`src/rtl/fpsc_pkg.sv`:
```
// Package: shared operation codes for the sign-copy / conditional-move unit.
// Assumes a 4-bit operation field; codes above OP_CMOVLT are inert.
package fpsc_pkg;
    typedef enum logic [3:0] {
        OP_CPYS   = 4'd0,
        OP_CPYSN  = 4'd1,
        OP_CPYSE  = 4'd2,
        OP_CMOVEQ = 4'd3,
        OP_CMOVNE = 4'd4,
        OP_CMOVGE = 4'd5,
        OP_CMOVLE = 4'd6,
        OP_CMOVGT = 4'd7,
        OP_CMOVLT = 4'd8
    } fpsc_op_e;

    localparam int unsigned OP_W = 4;
endpackage

```
`src/rtl/fpsc_classify.sv`:
```
// Module: fpsc_classify
// Derives the zero and negative flags of a floating-point bit pattern.
// Assumes the sign sits in the top bit; zero ignores the sign entirely.
module fpsc_classify #(
    parameter int unsigned WIDTH = 64
) (
    input  logic [WIDTH-1:0] value,
    output logic             is_zero,
    output logic             is_neg
);
    localparam int unsigned SIGN_BIT = WIDTH - 1;

    // Flags: magnitude all-zero test and raw sign.
    always_comb begin
        is_zero = (value[SIGN_BIT-1:0] == '0);
        is_neg  = value[SIGN_BIT];
    end
endmodule

```
`src/rtl/fpsc_sign_merge.sv`:
```
// Module: fpsc_sign_merge
// Builds the sign-copy results from the fields of A and B.
// Assumes sign on the top bit with an EXP_W-bit exponent right below it.
module fpsc_sign_merge #(
    parameter int unsigned WIDTH = 64,
    parameter int unsigned EXP_W = 11
) (
    input  logic [3:0]       op,
    input  logic [WIDTH-1:0] a,
    input  logic [WIDTH-1:0] b,
    output logic             is_copy,
    output logic [WIDTH-1:0] merged
);
    import fpsc_pkg::*;

    localparam int unsigned SIGN_BIT = WIDTH - 1;
    localparam int unsigned FRAC_W   = WIDTH - 1 - EXP_W;

    // Select which high fields come from A for each sign-copy code.
    always_comb begin
        is_copy = 1'b1;
        merged  = b;
        case (op)
            OP_CPYS:  merged = {a[SIGN_BIT], b[SIGN_BIT-1:0]};
            OP_CPYSN: merged = {~a[SIGN_BIT], b[SIGN_BIT-1:0]};
            OP_CPYSE: merged = {a[SIGN_BIT:FRAC_W], b[FRAC_W-1:0]};
            default: begin
                is_copy = 1'b0;
                merged  = b;
            end
        endcase
    end
endmodule

```
`src/rtl/fpsc_cond_eval.sv`:
```
// Module: fpsc_cond_eval
// Evaluates the six conditional-move tests from the zero and sign flags.
// Assumes the flags come from fpsc_classify; non-move codes give is_cmov=0.
module fpsc_cond_eval (
    input  logic [3:0] op,
    input  logic       is_zero,
    input  logic       is_neg,
    output logic       is_cmov,
    output logic       take
);
    import fpsc_pkg::*;

    // Condition table for the move codes.
    always_comb begin
        is_cmov = 1'b1;
        take    = 1'b0;
        case (op)
            OP_CMOVEQ: take = is_zero;
            OP_CMOVNE: take = !is_zero;
            OP_CMOVGE: take = !is_neg || is_zero;
            OP_CMOVLE: take = is_neg || is_zero;
            OP_CMOVGT: take = !is_neg && !is_zero;
            OP_CMOVLT: take = is_neg && !is_zero;
            default: begin
                is_cmov = 1'b0;
                take    = 1'b0;
            end
        endcase
    end
endmodule

```
`src/rtl/fp_sign_cmov_unit.sv`:
```
// Module: fp_sign_cmov_unit
// Top of the sign-copy / conditional-move datapath with one output register.
// Assumes op_sel is stable around the rising edge; unknown codes are inert.
module fp_sign_cmov_unit #(
    parameter int unsigned WIDTH = 64,
    parameter int unsigned EXP_W = 11
) (
    input  logic             clk,
    input  logic             rst_n,
    input  logic [3:0]       op_sel,
    input  logic [WIDTH-1:0] opnd_a,
    input  logic [WIDTH-1:0] opnd_b,
    input  logic [WIDTH-1:0] dest_cur,
    output logic [WIDTH-1:0] dest_new,
    output logic             dest_we
);
    import fpsc_pkg::*;

    localparam int unsigned SIGN_BIT = WIDTH - 1;
    localparam int unsigned FRAC_W   = WIDTH - 1 - EXP_W;

    logic             a_zero;
    logic             a_neg;
    logic             copy_hit;
    logic [WIDTH-1:0] copy_val;
    logic             cmov_hit;
    logic             cmov_take;
    logic [WIDTH-1:0] nxt_val;
    logic             nxt_we;

    fpsc_classify #(.WIDTH(WIDTH)) u_classify (
        .value   (opnd_a),
        .is_zero (a_zero),
        .is_neg  (a_neg)
    );

    fpsc_sign_merge #(.WIDTH(WIDTH), .EXP_W(EXP_W)) u_merge (
        .op      (op_sel),
        .a       (opnd_a),
        .b       (opnd_b),
        .is_copy (copy_hit),
        .merged  (copy_val)
    );

    fpsc_cond_eval u_cond (
        .op      (op_sel),
        .is_zero (a_zero),
        .is_neg  (a_neg),
        .is_cmov (cmov_hit),
        .take    (cmov_take)
    );

    // Pick the next destination value and enable from the two groups.
    always_comb begin
        nxt_val = dest_cur;
        nxt_we  = 1'b0;
        if (copy_hit) begin
            nxt_val = copy_val;
            nxt_we  = 1'b1;
        end else if (cmov_hit && cmov_take) begin
            nxt_val = opnd_b;
            nxt_we  = 1'b1;
        end
    end

    // Output register with synchronous active-low reset.
    always_ff @(posedge clk) begin
        if (!rst_n) begin
            dest_new <= '0;
            dest_we  <= 1'b0;
        end else begin
            dest_new <= nxt_val;
            dest_we  <= nxt_we;
        end
    end

    // copy sign takes A's sign and B's lower bits
    a_r2_cpys_fields: assert property (@(posedge clk) disable iff (!rst_n)
        (rst_n && op_sel == OP_CPYS) |=>
        (dest_new[SIGN_BIT] == $past(opnd_a[SIGN_BIT]) &&
         dest_new[SIGN_BIT-1:0] == $past(opnd_b[SIGN_BIT-1:0])));

    // negated copy inverts A's sign
    a_r3_cpysn_fields: assert property (@(posedge clk) disable iff (!rst_n)
        (rst_n && op_sel == OP_CPYSN) |=>
        (dest_new[SIGN_BIT] != $past(opnd_a[SIGN_BIT]) &&
         dest_new[SIGN_BIT-1:0] == $past(opnd_b[SIGN_BIT-1:0])));

    // sign and exponent from A, fraction from B
    a_r4_cpyse_fields: assert property (@(posedge clk) disable iff (!rst_n)
        (rst_n && op_sel == OP_CPYSE) |=>
        (dest_new[SIGN_BIT:FRAC_W] == $past(opnd_a[SIGN_BIT:FRAC_W]) &&
         dest_new[FRAC_W-1:0] == $past(opnd_b[FRAC_W-1:0])));

    // every sign copy writes
    a_r10_copy_writes: assert property (@(posedge clk) disable iff (!rst_n)
        (rst_n && op_sel <= OP_CPYSE) |=> dest_we);

    // zero magnitude passes EQ regardless of sign
    a_r5_eq_ignores_sign: assert property (@(posedge clk) disable iff (!rst_n)
        (rst_n && op_sel == OP_CMOVEQ && opnd_a[SIGN_BIT-1:0] == '0) |=>
        (dest_we && dest_new == $past(opnd_b)));

    // no write means the old destination is passed through
    a_r9_hold_on_fail: assert property (@(posedge clk) disable iff (!rst_n)
        (rst_n && op_sel > OP_CPYSE) |=>
        (dest_we ? (dest_new == $past(opnd_b)) : (dest_new == $past(dest_cur))));

    // inert codes never write
    a_r11_inert_no_write: assert property (@(posedge clk) disable iff (!rst_n)
        (rst_n && op_sel > OP_CMOVLT) |=> !dest_we);
endmodule

```
`config.mk`:
```
export PLATFORM = sky130hd
export DESIGN_NAME = fp_sign_cmov_unit
export DESIGN_NICKNAME = d
export VERILOG_FILES = /design/src/rtl/fpsc_pkg.sv /design/src/rtl/fpsc_classify.sv /design/src/rtl/fpsc_sign_merge.sv /design/src/rtl/fpsc_cond_eval.sv /design/src/rtl/fp_sign_cmov_unit.sv
export SDC_FILE = /design/constraint.sdc
export NUM_CORES = 1
export LEC_CHECK = 0
export BUFFER_PORTS_ARGS = -buffer_cell sky130_fd_sc_hd__buf_4
export CAP_MARGIN = 40
export CORE_AREA = 2 2 101 103
export DETAILED_ROUTE_END_ITERATION = 10
export DIE_AREA = 0 0 103 105
export PLACE_DENSITY = 0.72
export SYNTH_ARGS = -nofsm -noshare
export SYNTH_HDL_FRONTEND = slang
export SYNTH_SLANG_ARGS = --single-unit
```
`constraint.sdc`:
```
create_clock -name clk -period 3.2 [get_ports clk]
set_input_delay 0.16 -clock clk [delete_from_list [all_inputs] [get_ports clk]]
set_output_delay 0.16 -clock clk [all_outputs]
set_load 0.01 [all_outputs]
```
==> summary.txt <==
Run status
  – Status: complete, no violations

Logic synthesis
  – Seq/Total Area, Yosys: 0.430
  – Synth area leaders: dfxtp_1, mux2i_1, nand2_1
  – Number of synthesized register bits: 65
  – Synth unique cells: 30
  – Cell area after synthesis: 3030 um^2
  – Most common cell in the netlist: nand2_1
  – Synth Warn #: 0
  – Syn avg cell area: 9.15 um^2
  – Number of synthesized flops with an enable pin: 0
  – Post-synth top cells: nand2_1, dfxtp_1, mux2i_1
  – Syn Inst Count: 331
  – Synth top area share: 0.430
  – Post-synth net total: 529
  – Top_reg_cell synth: dfxtp_1
  – Asr flop ratio synth: 0
  – Synth area leader: dfxtp_1

Cells and area
  – Final non-filler cell total: 721
  – Filler cells: 916
  – Multi-input logic area: 1540 um^2
  – Layout area overhead: 73.4%
  – Layout net count: 781
  – Antenna Cells: 0
  – Register area: 1300 um^2
  – Share of cells above drive strength 1: 0.512

STA
  – Final Cycle Share: 0.736
  – Setup TNS: 0 ps
  – Minimum clock period after layout: 2360 ps
  – Final worst setup slack: 844 ps
  – FMAX: 424 MHz
  – Final hold vios: 0
  – Worst-Margin Slew: 669 ps
  – Max_slew headroom: 0.552
  – RSZ-0062 raised after global routing: false
  – Final setup fails: 0
  – Fin Hold WS: 58.4 ps
  – Pins Over Slew Limit: 0

GRT
  – Total gr overflow: 0
  – Largest net degree at the start of global routing: 75
  – Vias in the first global route: 3,227
  – First-pass GRT wire length: 16,100 um
  – Initial antenna violation count: 0
  – Tot GR Track Use: 0.191

Worst setup path
  – Slowest stage delay, CP: 430 ps
  – CP arrival: 2580 ps
  – Crit path capture type: register
  – WS Path Type: input pin to register
  – Worst-path cell chain: buf_4, nor4_1, nand4_1, nor4_4, buf_4, nor3_1, or4_4, a21boi_4, buf_12, mux2i_1
  – CP max FO: 32
  – Critical path's slowest cell: or4_4
  – CP Launch Point: opnd_a[38]
  – CP startpoint kind: input pin
  – Crit path to: dest_new[15]
  – Most used cell, CP: buf_4
  – Worst path required time: 3420 ps

Placement
  – Place WS: 536 ps
  – Placer congestion estimate: 0.855
  – Post-DP HPWL: 8550 um
  – Placed cell count: 705
  – Port Buffers: 262

CTS
  – Sink Count: 65
  – Gates resized, CTS repair: 0
  – Hold Buf Count CTS: 0
  – CTS tree: built
  – Num CTS Buffers: 9
  – Clock transition at the registers of the reported paths: 80 ps
  – Maximum clock insertion buffer count: 2
  – H-tree levels: 3
  – CTS root buffer: clkbuf_8
  – Post-CTS Setup Inserts: 0

Floorplanning
  – DIE AREA: 10,800 um^2
  – Die X: 103 um
  – # IOs: 263
  – Core area: 9640 um^2
  – Die Ht: 105 um
  – Std-Cell Rows: 36
  – Starting density of the core: 0.314

Detailed routing
  – Via density: 4.65
  – DR DRC count: 0
  – Final ANT Viol Nets: 0
  – Routed WL: 10,800 um
  – TritonRoute pass-1 iters: 4
  – DR iter-0 viols: 81
  – Vias: 3,354
  – WL per Instance: 15.0 um

Flow run
  – Max-cap violation count: 0

Pwr
  – Leak pwr: 2.72 nW
  – Power Density: 395 nW/um^2
  – Total power: 2.08 mW
  – Max VDD drop: 171 uV

Min path
  – Worst Hold Class: input pin to register
  – Hold Path Stages: 3
-- worst max-delay path: cells and delay by family --
family,cells,cell delay (ps)
and+or+nand+nor,5,1510
buffers and inverters,3,550
AOI/OAI and AO/OA,1,200
muxes,1,140
-- sequential cells by signal, summed over array words and instances (netlist names) --
| signal | flops |
|---|---|
| dest_we | 1 |
| dest_new | 64 |
-- layout by cell type, fill, tap and decap left out, drive strengths merged --
cell	synthesis	layout
nor2b	1	1
clkinv	0	3
mux2i	55	55
o31a	1	1
nand2	105	105
a21oi	1	1
nand4	4	4
o41ai	1	1
a21boi	12	12
o21ai	2	2
a32o	1	1
xor2	1	1
clkinvlp	0	3
o22ai	11	11
nor4	16	16
or4	1	1
mux2	1	1
nor3	3	3
o221a	12	12
clkbuf	18	9
nand2b	2	2
nor2	3	3
and2	1	1
buf	9	268
inv	1	2
nand3	3	3
dfxtp	65	65
or3	1	1
-- through the flow --
stage                      util  cell area (um^2)
after floorplan               -              3030
after global placement    0.521              5020
after detailed placement  0.527              5080
after CTS                 0.545              5250
after global routing      0.545              5250
final                     0.545              5250
-- routing by layer --
metal | wire, um | global-route usage | vias to the layer above | part of all wire
li1 | - | - | 1671 | -
met1 | 4130 | 0.214 | 1514 | 0.38
met2 | 5560 | 0.333 | 150 | 0.52
met3 | 869 | 0.0522 | 19 | 0.081
met4 | 230 | 0.0771 | 0 | 0.021
met5 | 0 | 0 | - | 0
-- kinds of logic (layout without fill, tap and decap cells) --
| group | Yosys count | count (layout) | share of synthesized area |
|---|---|---|---|
| buffers and inverters | 28 | 285 | 0.0653 |
| AO/OA/AOI/OAI | 41 | 41 | 0.112 |
| XOR/XNOR | 1 | 1 | 0.00289 |
| flip-flops | 65 | 65 | 0.430 |
| multiplexers | 56 | 56 | 0.186 |
| AND/OR/NAND/NOR | 140 | 140 | 0.204 |
-- cell type report --
type / count / area share
Multi-Input combinational cell: 238 / 0.294
Clock buffer: 9 / 0.0236
Sequential cell: 65 / 0.248
Inverter: 1 / 0.000715
Clock inverter: 7 / 0.00882
Tap cell: 133 / 0.0317
Timing Repair Buffer: 268 / 0.393
-- worst min path at each step --
stage / start / end / slack, ps
after floorplan: opnd_b[0] / dest_new[0] / 300
after global placement: opnd_b[19] / dest_new[19] / 410
after detailed placement: opnd_b[31] / dest_new[31] / 420
after CTS: opnd_b[11] / dest_new[11] / 40
after global routing: dest_cur[8] / dest_new[8] / 40
final: opnd_b[11] / dest_new[11] / 60
-- report_power, final --
group	switching, mW	total (mW)	internal (mW)
Sequential	0.0204	0.901	0.881
Combinational	0.228	0.565	0.337
Clock	0.331	0.610	0.279
No activity file was read; power rests on OpenSTA's default activity.
